### config.mk
export PLATFORM = sky130hd
export DESIGN_NAME = ddr_modereg_capture
export DESIGN_NICKNAME = d
export VERILOG_FILES = /design/src/rtl/ddr_mr_pkg.sv /design/src/rtl/ddr_mr_cmd_decode.sv /design/src/rtl/ddr_mr_field_decode.sv /design/src/rtl/ddr_mr_busy_timer.sv /design/src/rtl/ddr_modereg_capture.sv
export SDC_FILE = /design/constraint.sdc
export NUM_CORES = 1
export LEC_CHECK = 0
export BUFFER_PORTS_ARGS = -buffer_cell sky130_fd_sc_hd__buf_2
export CAP_MARGIN = 20
export CELL_PAD_IN_SITES_DETAIL_PLACEMENT = 0
export CELL_PAD_IN_SITES_GLOBAL_PLACEMENT = 2
export CORE_UTILIZATION = 26
export DETAILED_ROUTE_END_ITERATION = 10
export PLACE_DENSITY_LB_ADDON = 0.1
export SYNTH_ARGS = -nofsm -noshare
export SYNTH_HDL_FRONTEND = slang
export SYNTH_SLANG_ARGS = --single-unit
### constraint.sdc
create_clock -name clk -period 0.8 [get_ports clk]
set_input_delay 0.08 -clock clk [delete_from_list [all_inputs] [get_ports clk]]
set_output_delay 0.08 -clock clk [all_outputs]
set_load 0.03 [all_outputs]
### src/rtl/ddr_mr_pkg.sv
package ddr_mr_pkg;

  typedef enum logic [1:0] {
    CMD_NONE,
    CMD_OTHER,
    CMD_MR_BASE,
    CMD_MR_EXT
  } mr_cmd_e;

  typedef struct packed {
    logic [3:0] blen;
    logic       ilv;
    logic [2:0] lat_half;
  } mr_cfg_t;

  localparam int ERR_W     = 8;
  localparam int E_BL      = 0;
  localparam int E_LAT     = 1;
  localparam int E_TEST    = 2;
  localparam int E_RSV     = 3;
  localparam int E_IDLE    = 4;
  localparam int E_BUSY    = 5;
  localparam int E_ORDER   = 6;
  localparam int E_CKE     = 7;

endpackage

### src/rtl/ddr_mr_cmd_decode.sv
module ddr_mr_cmd_decode
  import ddr_mr_pkg::*;
(
  input  logic    cs_n,
  input  logic    ras_n,
  input  logic    cas_n,
  input  logic    we_n,
  input  logic    sel_ext,
  output mr_cmd_e cmd
);

  always_comb begin
    cmd = CMD_NONE;
    if (!cs_n) begin
      if (!ras_n && !cas_n && !we_n) begin
        cmd = sel_ext ? CMD_MR_EXT : CMD_MR_BASE;
      end else if (!(ras_n && cas_n && we_n)) begin
        cmd = CMD_OTHER;
      end
    end
  end

endmodule

### src/rtl/ddr_mr_field_decode.sv
module ddr_mr_field_decode
  import ddr_mr_pkg::*;
#(
  parameter int ADDR_W = 13,
  parameter int BA_W   = 2
) (
  input  logic [ADDR_W-1:0] addr,
  input  logic [BA_W-2:0]   ba_hi,
  output mr_cfg_t           cfg,
  output logic              bl_bad,
  output logic              lat_bad,
  output logic              test_bad,
  output logic              rsv_bad,
  output logic              dll_req
);

  localparam int FIRST_RSV = 9;

  always_comb begin
    bl_bad = 1'b0;
    unique case (addr[2:0])
      3'b001:  cfg.blen = 4'd2;
      3'b010:  cfg.blen = 4'd4;
      3'b011:  cfg.blen = 4'd8;
      default: begin
        cfg.blen = 4'd0;
        bl_bad   = 1'b1;
      end
    endcase
  end

  always_comb begin
    lat_bad = 1'b0;
    unique case (addr[6:4])
      3'b101:  cfg.lat_half = 3'd3;
      3'b010:  cfg.lat_half = 3'd4;
      3'b110:  cfg.lat_half = 3'd5;
      3'b011:  cfg.lat_half = 3'd6;
      default: begin
        cfg.lat_half = 3'd0;
        lat_bad      = 1'b1;
      end
    endcase
  end

  assign cfg.ilv  = addr[3];
  assign test_bad = addr[7];
  assign dll_req  = addr[8];
  assign rsv_bad  = (|addr[ADDR_W-1:FIRST_RSV]) | (|ba_hi);

endmodule

### src/rtl/ddr_mr_busy_timer.sv
module ddr_mr_busy_timer #(
  parameter int CYC = 2
) (
  input  logic clk,
  input  logic rst_n,
  input  logic start,
  output logic busy,
  output logic last
);

  localparam int CNT_W = $clog2(CYC + 1);

  logic [CNT_W-1:0] cnt_q, cnt_d;

  always_comb begin
    cnt_d = cnt_q;
    if (start) begin
      cnt_d = CNT_W'(CYC);
    end else if (cnt_q != '0) begin
      cnt_d = cnt_q - 1'b1;
    end
  end

  always_ff @(posedge clk or negedge rst_n) begin
    if (!rst_n) begin
      cnt_q <= '0;
    end else begin
      cnt_q <= cnt_d;
    end
  end

  assign busy = (cnt_q != '0);
  assign last = (cnt_q == CNT_W'(1));

  p_start_then_busy_r6: assert property (@(posedge clk) disable iff (!rst_n)
    start |=> busy);

  p_no_start_in_window_r6: assert property (@(posedge clk) disable iff (!rst_n)
    busy |-> !start);

endmodule

### src/rtl/ddr_modereg_capture.sv
module ddr_modereg_capture
  import ddr_mr_pkg::*;
#(
  parameter int ADDR_W   = 13,
  parameter int BA_W     = 2,
  parameter int BUSY_CYC = 2
) (
  input  logic              clk,
  input  logic              rst_n,
  input  logic              cke_i,
  input  logic              cs_n_i,
  input  logic              ras_n_i,
  input  logic              cas_n_i,
  input  logic              we_n_i,
  input  logic [BA_W-1:0]   ba_i,
  input  logic [ADDR_W-1:0] addr_i,
  input  logic              banks_idle_i,
  output logic              busy_o,
  output logic              cfg_valid_o,
  output logic [3:0]        burst_len_o,
  output logic              burst_ilv_o,
  output logic [2:0]        rd_lat_half_o,
  output logic              dll_rst_o,
  output logic [ERR_W-1:0]  err_o
);

  // reset: asserted asynchronously, released on the clock
  logic rst_s1_q, rst_s2_q, rst_ni;

  always_ff @(posedge clk or negedge rst_n) begin
    if (!rst_n) begin
      rst_s1_q <= 1'b0;
      rst_s2_q <= 1'b0;
    end else begin
      rst_s1_q <= 1'b1;
      rst_s2_q <= rst_s1_q;
    end
  end

  assign rst_ni = rst_s2_q;

  // decode
  mr_cmd_e cmd;
  mr_cfg_t dec_cfg;
  logic    bl_bad, lat_bad, test_bad, rsv_bad, dll_req;
  logic    busy, win_last;

  ddr_mr_cmd_decode u_cmd (
    .cs_n    (cs_n_i),
    .ras_n   (ras_n_i),
    .cas_n   (cas_n_i),
    .we_n    (we_n_i),
    .sel_ext (ba_i[0]),
    .cmd     (cmd)
  );

  ddr_mr_field_decode #(
    .ADDR_W (ADDR_W),
    .BA_W   (BA_W)
  ) u_fields (
    .addr     (addr_i),
    .ba_hi    (ba_i[BA_W-1:1]),
    .cfg      (dec_cfg),
    .bl_bad   (bl_bad),
    .lat_bad  (lat_bad),
    .test_bad (test_bad),
    .rsv_bad  (rsv_bad),
    .dll_req  (dll_req)
  );

  // state
  mr_cfg_t          cfg_q;
  logic             ext_done_q, ext_done_d;
  logic             base_pend_q, base_pend_d;
  logic             valid_q, valid_d;
  logic             dll_q, dll_d;
  logic             cke_q;
  logic [ERR_W-1:0] err_q, err_d, fault;
  logic             is_cmd, is_mr, is_base, accept, cfg_we;

  always_comb begin
    is_cmd  = (cmd != CMD_NONE);
    is_base = (cmd == CMD_MR_BASE);
    is_mr   = is_base || (cmd == CMD_MR_EXT);

    fault          = '0;
    fault[E_BUSY]  = is_cmd & busy;
    fault[E_IDLE]  = is_mr & ~banks_idle_i;
    fault[E_CKE]   = is_mr & ~(cke_i & cke_q);
    fault[E_BL]    = is_base & bl_bad;
    fault[E_LAT]   = is_base & lat_bad;
    fault[E_TEST]  = is_base & test_bad;
    fault[E_RSV]   = is_base & rsv_bad;
    fault[E_ORDER] = is_base & ~ext_done_q;

    accept      = is_mr & ~(|fault);
    cfg_we      = accept & is_base;
    err_d       = err_q | fault;
    ext_done_d  = ext_done_q | (accept & ~is_base);
    base_pend_d = accept ? is_base : base_pend_q;
    valid_d     = valid_q | (win_last & base_pend_q);
    dll_d       = cfg_we & dll_req;
  end

  ddr_mr_busy_timer #(
    .CYC (BUSY_CYC)
  ) u_timer (
    .clk   (clk),
    .rst_n (rst_ni),
    .start (accept),
    .busy  (busy),
    .last  (win_last)
  );

  always_ff @(posedge clk or negedge rst_ni) begin
    if (!rst_ni) begin
      cfg_q       <= '0;
      ext_done_q  <= 1'b0;
      base_pend_q <= 1'b0;
      valid_q     <= 1'b0;
      dll_q       <= 1'b0;
      cke_q       <= 1'b0;
      err_q       <= '0;
    end else begin
      if (cfg_we) begin
        cfg_q <= dec_cfg;
      end
      ext_done_q  <= ext_done_d;
      base_pend_q <= base_pend_d;
      valid_q     <= valid_d;
      dll_q       <= dll_d;
      cke_q       <= cke_i;
      err_q       <= err_d;
    end
  end

  assign busy_o        = busy;
  assign cfg_valid_o   = valid_q;
  assign burst_len_o   = cfg_q.blen;
  assign burst_ilv_o   = cfg_q.ilv;
  assign rd_lat_half_o = cfg_q.lat_half;
  assign dll_rst_o     = dll_q;
  assign err_o         = err_q;

  p_reject_keeps_cfg_r8: assert property (@(posedge clk) disable iff (!rst_ni)
    (is_mr && !accept) |=> $stable(cfg_q));

  p_err_sticky_r9: assert property (@(posedge clk) disable iff (!rst_ni)
    ((err_q & $past(err_q)) == $past(err_q)));

  p_valid_needs_ext_r5: assert property (@(posedge clk) disable iff (!rst_ni)
    valid_q |-> ext_done_q);

  p_dll_one_cycle_r10: assert property (@(posedge clk) disable iff (!rst_ni)
    dll_q |=> !dll_q);

  p_valid_blen_legal_r2: assert property (@(posedge clk) disable iff (!rst_ni)
    valid_q |-> (cfg_q.blen == 4'd2 || cfg_q.blen == 4'd4 || cfg_q.blen == 4'd8));

  p_valid_lat_legal_r4: assert property (@(posedge clk) disable iff (!rst_ni)
    valid_q |-> (cfg_q.lat_half >= 3'd3 && cfg_q.lat_half <= 3'd6));

endmodule

==> results of run 1 <==
[cell usage in the layout (no fill, tap or decap), types with 3 or more instances in the layout]
master	Yosys	routed
a21o_1	6	6
mux2i_1	4	4
nand2_1	7	6
mux2_4	0	4
buf_4	1	25
buf_2	0	20
buf_6	0	29
clkbuf_8	0	3
dfrtp_1	24	24
o21bai_1	5	5
xor2_1	4	4
inv_1	8	7
[area by class of cell]
cell class                 count  area, um^2
multi-input combinational     52       459.2
fill                         364        1881
sequential                    24       600.6
clock inverter                 1       30.03
timing repair buffer          78       669.4
tap                           48       60.06
clock buffer                   3       41.29
inverter                       8       30.03
[report_power, final]
| part | internal [mW] | total, mW | switching [mW] |
|---|---|---|---|
| logic | 0.782 | 1.39 | 0.607 |
| registers | 1.37 | 1.45 | 0.0825 |
| clock network | 0.668 | 1.06 | 0.391 |
[timing repair]
item                                    4_1_cts  5_1_grt
hold buffers                                  2        0
pin swaps                                     5        7
endpoints found under the setup margin       38       39
gates resized for setup                      49       13
hold endpoints to repair                      3        0
buffers inserted                              8        6
[through the flow]
| step | hold WS, ps | instances | power, mW |
|---|---|---|---|
| global placement | -135.7 | 198 | 2.516 |
| floorplan | -215.6 | 85 | 2.045 |
| CTS | 31.14 | 210 | 3.836 |
| global route | 25.57 | 214 | 4.146 |
| detailed placement | -130.0 | 198 | 2.532 |
| finish | 38.23 | 214 | 3.897 |
[per-layer routing]
layer  vias to the layer above  global-route usage
li1                        448                   -
met1                       443              0.1508
met2                        21              0.2204
met3                         2             0.03125
met4                         0             0.04891
met5                         -                   0
[critical path, stage by stage, from the launching register on]
cell      delay, ps
dfrtp_1         390
inv_1            60
ha_2            190
a311oi_2         50
a211o_1         340
nor3_4          180
buf_6           150
mux2_4          290
[kinds of logic (layout without fill, tap and decap cells)]
family	after synthesis	count (layout)
other cells	2	2
xor+xnor	4	4
mux	8	8
buf+inv	9	90
compound gates	14	14
fa+ha+maj	2	2
simple gates	22	22
flops	24	24
[flip-flops by register name (all words and copies together) (netlist names)]
name	count
u_timer.cnt_q	2
rst_s1_q	1
dll_rst_o	1
burst_len_o	3
err_o	8
cke_q	1
rd_lat_half_o	3
base_pend_q	1
ext_done_q	1
burst_ilv_o	1
cfg_valid_o	1
rst_ni	1
[path summary, 6_finish.rpt]
check,from,endpoint,slack [ps],cells past startpoint
max,u_timer.cnt_q[0],burst_len_o[1],-970,7
min,addr_i[7],err_o[2],40,2
max reg2reg,u_timer.cnt_q[0],burst_len_o[1],-970,7
min reg2reg,rst_ni,err_o[7],210,1
max in group asynchronous,rst_ni,err_o[5],450,1
min in group asynchronous,rst_n,rst_ni,120,2
==> qor.yml, run 1 <==
synth:
  synth.distinct_cells: 25
  ys_top_cells_by_count: "dfrtp_1, inv_1, nand2_1, a21o_1, o21bai_1"
  ys_ff_latch: 24
  ys_top_cells_by_area: "dfrtp_1, a21o_1, mux2_2, mux2i_1, o21bai_1"
  synth_most_common_cell: "dfrtp_1"
  muxShareOfSynthArea: 0.08134
  synth_nets: 110
  synth_xor_area_frac: 0.03349
  synth_edf_count: 0
  yosys.area.top_type: "dfrtp_1"
  synth_area_um2: 1046
  syn_inst: 85
  ys.flop_type: "dfrtp_1"
  synthAdderAreaFrac: 0.02392
  synth_top_family_by_area: "simple AND/OR/NAND/NOR gates"
  synth-seq-area-share: 0.5742
  synth_top_area_frac: 0.5742
  synth_compound_area_frac: 0.1005
  async_reset_ff_frac: 1.000
  syn_avg_cell_area_um2: 12.31
  ys_warn_count: 0
  synthSimpleGateAreaFrac: 0.1435
die:
  rows: 22
  core_um2: 3771
  die_x_um: 65.43
  start_util: 0.2774
  fp.dieH_um: 65.43
  ios: 42
  dieArea_um2: 4280
grt:
  gr-usage-all-layers: 0.1275
  antenna_found_initial: 0
  grt_max_degree: 23
  grt_pass1_wl_mm: 4.084
  grt_overflow: 0
  grt_pass1_vias: 918
drt:
  drtIter0Drc: 20
  routedWlPerCell_um: 11.45
  viasPerCell: 4.271
  vias: 914
  firstDrtPassIters: 2
  routed_wl_mm: 2.450
  antenna_left: 0
  highest_layer: "met4"
  met2_length_mm: 1.318
  post-route-drc-count: 0
  drt-met1-wl_um: 995
  route.met3.wl_um: 115
cts:
  cts_tree: "yes"
  clk_latency_ps: 260
  htree_num_levels: 1
  clock_tree.root_cell: "clkbuf_8"
  cts_sinks: 24
  cts_buffers: 3
  clock_path_buffers: 2
  path_clk_slew_ps: 90
place:
  gp_congestion: 0.7275
  dp_hpwl_mm: 1.772
  placed_cell_area_um2: 1520
  place_ws_ps: -971.7
  portBuffers: 40
timing:
  rsz0062_at_grt: "true"
  max_freq_mhz: 564.4
  clock_skew_ps: 2.113
  setup_viol: 37
  min_period_over_period: 2.215
  layout_setup_ws_ps: -971.6
  hold_viol: 0
  final_max_slew_viol_count: 0
  fin_setup_tns_ps: -14280
  fin_crit_ps: 1772
pwr:
  vdd_drop_max_mv: 0.7398
  pwr_density_cell_nw_per_um2: 2061
  power.leakage_nw: 0.9446
finish:
  fin_area_um2: 1891
  drive_above_1_share: 0.5843
  area_growth_pct: 80.74
  insertedDiodeCount: 0
  nets: 192
  fin_util: 0.5013
outcome:
  status: "finished with violations"
  violations: "setup timing"
critical_path:
  crit_type: "register to register"
  critPathArrivalTime_ps: 1930
  critPathMaxFanout: 5
  worst_setup_path_start_kind: "register"
  required_ps: 960
  end_kind: "register"
job:
  max_cap_violations: 0
min_path:
  hold_path.class: "input pin to register"
(Power assumes the default switching activity.)
==> inputs of run 2 (changes only) <==
--- a/config.mk
+++ b/config.mk
@@ -11,7 +11,10 @@
 export CELL_PAD_IN_SITES_GLOBAL_PLACEMENT = 2
 export CORE_UTILIZATION = 26
 export DETAILED_ROUTE_END_ITERATION = 10
+export MAX_ROUTING_LAYER = met4
 export PLACE_DENSITY_LB_ADDON = 0.1
+export SKIP_LAST_GASP = 1
+export SLEW_MARGIN = 15
 export SYNTH_ARGS = -nofsm -noshare
 export SYNTH_HDL_FRONTEND = slang
 export SYNTH_SLANG_ARGS = --single-unit
==> run 2 against run 1 <==
  * Highest routed layer unchanged
  * Clock power is essentially flat
  * Clock-buffer cell count is the same
  * Register-to-register slack is essentially flat
  * Maximum frequency is essentially flat
  * Sequential power is essentially flat
  * Global-route usage grew 0.39 points
  * Worst hold slack is essentially flat
  * Routed wire length is essentially flat
  * The run still ends with setup timing left
  * Clock skew is essentially flat
==> qor.yml, run 2 (synthesis gave the netlist of run 1 again) <==
outcome:
  status: "finished with violations"
  violations: "setup timing"
finish:
  final_cells: 214  # unchanged
  nets: 192  # unchanged
  fin_util: 0.5013  # unchanged
  multi_input_area_um2: 459.2  # unchanged
  drive_above_1_share: 0.5843  # unchanged
  n_fill_cell: 364  # unchanged
  layout_common_cells: "buf_6, buf_4, dfrtp_1"
  largest_reg_flops: 8  # unchanged
  insertedDiodeCount: 0  # unchanged
  register_area_um2: 600.6  # unchanged
  area_growth_pct: 80.74  # unchanged
  final_common_cell: "buf_6"
timing:
  final_max_slew_viol_count: 0  # unchanged
  hold_viol: 0  # unchanged
  clock_skew_ps: 2.230  # +0.1170 ps
  min_period_over_period: 2.213  # about the same
  max_freq_mhz: 564.8  # about the same
  fin_crit_ps: 1771  # -1.036 ps
  layout_setup_ws_ps: -970.6  # +1.036 ps
  setup_viol: 37  # unchanged
  rsz0062_at_grt: "true"
critical_path:
  critPathArrivalTime_ps: 1930  # about the same
  reg2reg_depth: 7  # unchanged
  r2r_slack_ps: -970  # about the same
  required_ps: 960  # about the same
  crit_type: "register to register"
  critPathMaxFanout: 5  # unchanged
  worst_setup_path_start_kind: "register"
  r2r_start: "u_timer.cnt_q[0]"
  end_kind: "register"
  timing.rr.end: "burst_len_o[1]"
cts:
  cts_sinks: 24  # unchanged
  cts_buffers: 3  # unchanged
  clock_path_buffers: 2  # unchanged
  clock_tree.root_cell: "clkbuf_8"
  path_clk_slew_ps: 90  # about the same
  cts_tree: "yes"
  htree_num_levels: 1  # unchanged
  clk_latency_ps: 260  # about the same
pwr:
  power.leakage_nw: 0.9446  # unchanged
  pwr_density_cell_nw_per_um2: 2061  # about the same
  vdd_drop_max_mv: 0.7398  # about the same
job:
  max_cap_violations: 0  # unchanged
min_path:
  hp-start: "addr_i[7]"
  hold_path.class: "input pin to register"
  hold_depth: 2  # unchanged
  hold_end: "err_o[2]"
place:
  dp_cells: 198  # unchanged
  portBuffers: 40  # unchanged
  dp_hpwl_mm: 1.772  # unchanged
  gp_congestion: 0.7363  # +1.2%
drt:
  antenna_left: 0  # unchanged
  post-route-drc-count: 0  # unchanged
  firstDrtPassIters: 2  # unchanged
  drtIter0Drc: 21  # +5.0%
  routedWlPerCell_um: 11.44  # about the same
  vias: 911  # -0.33%
  viasPerCell: 4.257  # -0.33%
  routed_wl_mm: 2.448  # about the same
grt:
  grt_pass1_wl_mm: 4.077  # -0.17%
  gr-usage-all-layers: 0.1313  # +0.003853
  grt_overflow: 0  # unchanged
  antenna_found_initial: 0  # unchanged
  grt_max_degree: 23  # unchanged
  grt_pass1_vias: 915  # -0.33%
die:
  dieArea_um2: 4280  # unchanged
  ios: 42  # unchanged
  fp.dieH_um: 65.43  # unchanged
  core_um2: 3771  # unchanged
  rows: 22  # unchanged
  start_util: 0.2774  # unchanged
  die_x_um: 65.43  # unchanged
## run 2: critical path: stages, from the launching register on
cell      delay [ps]
dfrtp_1          390
inv_1             60
ha_2             190
a311oi_2          50
a211o_1          340
nor3_4           180
buf_6            150
mux2_4           290
## run 2: worst max-delay path by stage
stage	cells past startpoint	slack (ps)	start	end
detailed placement	6	-970	addr_i[10]	burst_ilv_o
CTS	7	-930	u_timer.cnt_q[0]	rd_lat_half_o[1]
global placement	6	-930	addr_i[10]	burst_ilv_o
finish	7	-970	u_timer.cnt_q[0]	burst_len_o[1]
floorplan	6	-940	u_timer.cnt_q[0]	burst_ilv_o
global route	8	-1040	u_timer.cnt_q[0]	rd_lat_half_o[1]
## run 2: metrics by stage
stage	setup WS, ps	total power, mW	TNS [ps]	hold slack, ps	area, um^2
after global placement	-928.1	2.516	-14210	-135.7	1520
after CTS	-926.7	3.836	-13690	31.14	1818
after detailed placement	-971.7	2.532	-14610	-130.0	1520
final	-970.6	3.897	-14260	38.09	1891
after global routing	-1044	4.146	-16130	25.56	1891
after floorplan	-939.5	2.045	-9953	-215.6	1060
## run 2: area by class of cell
type	instances	area share
clock buffer	3	0.02184
inverter	8	0.01588
multi-input combinational	52	0.2429
timing repair buffer	78	0.3541
clock inverter	1	0.01588
sequential	24	0.3177
tap	48	0.03177
## run 2: repair_timing
action	4_1_cts	5_1_grt
setup buffers	8	6
gates resized for setup	49	13
endpoints found under the setup margin	38	39
hold buffers	2	0
pin swaps	5	7
endpoints found under the hold margin	3	0
## run 2: power by group
group | total, mW | leakage, nW | switching (mW) | internal (mW)
Combinational | 1.39 | 0.640 | 0.607 | 0.782
Clock | 1.06 | 0.0357 | 0.391 | 0.669
Sequential | 1.45 | 0.269 | 0.0825 | 1.37
Total | 3.90 | 0.945 | 1.08 | 2.82
## run 2: routing by layer
| metal | track usage | wire (um) | vias to the layer above | part of all wire |
|---|---|---|---|---|
| met4 | 0.04891 | 18 | 0 | 0.0074 |
| met2 | 0.2191 | 1316 | 21 | 0.54 |
| li1 | - | - | 448 | - |
| met5 | - | 0 | - | 0 |
| met1 | 0.1551 | 1003 | 440 | 0.41 |
| met3 | 0.02778 | 110 | 2 | 0.045 |
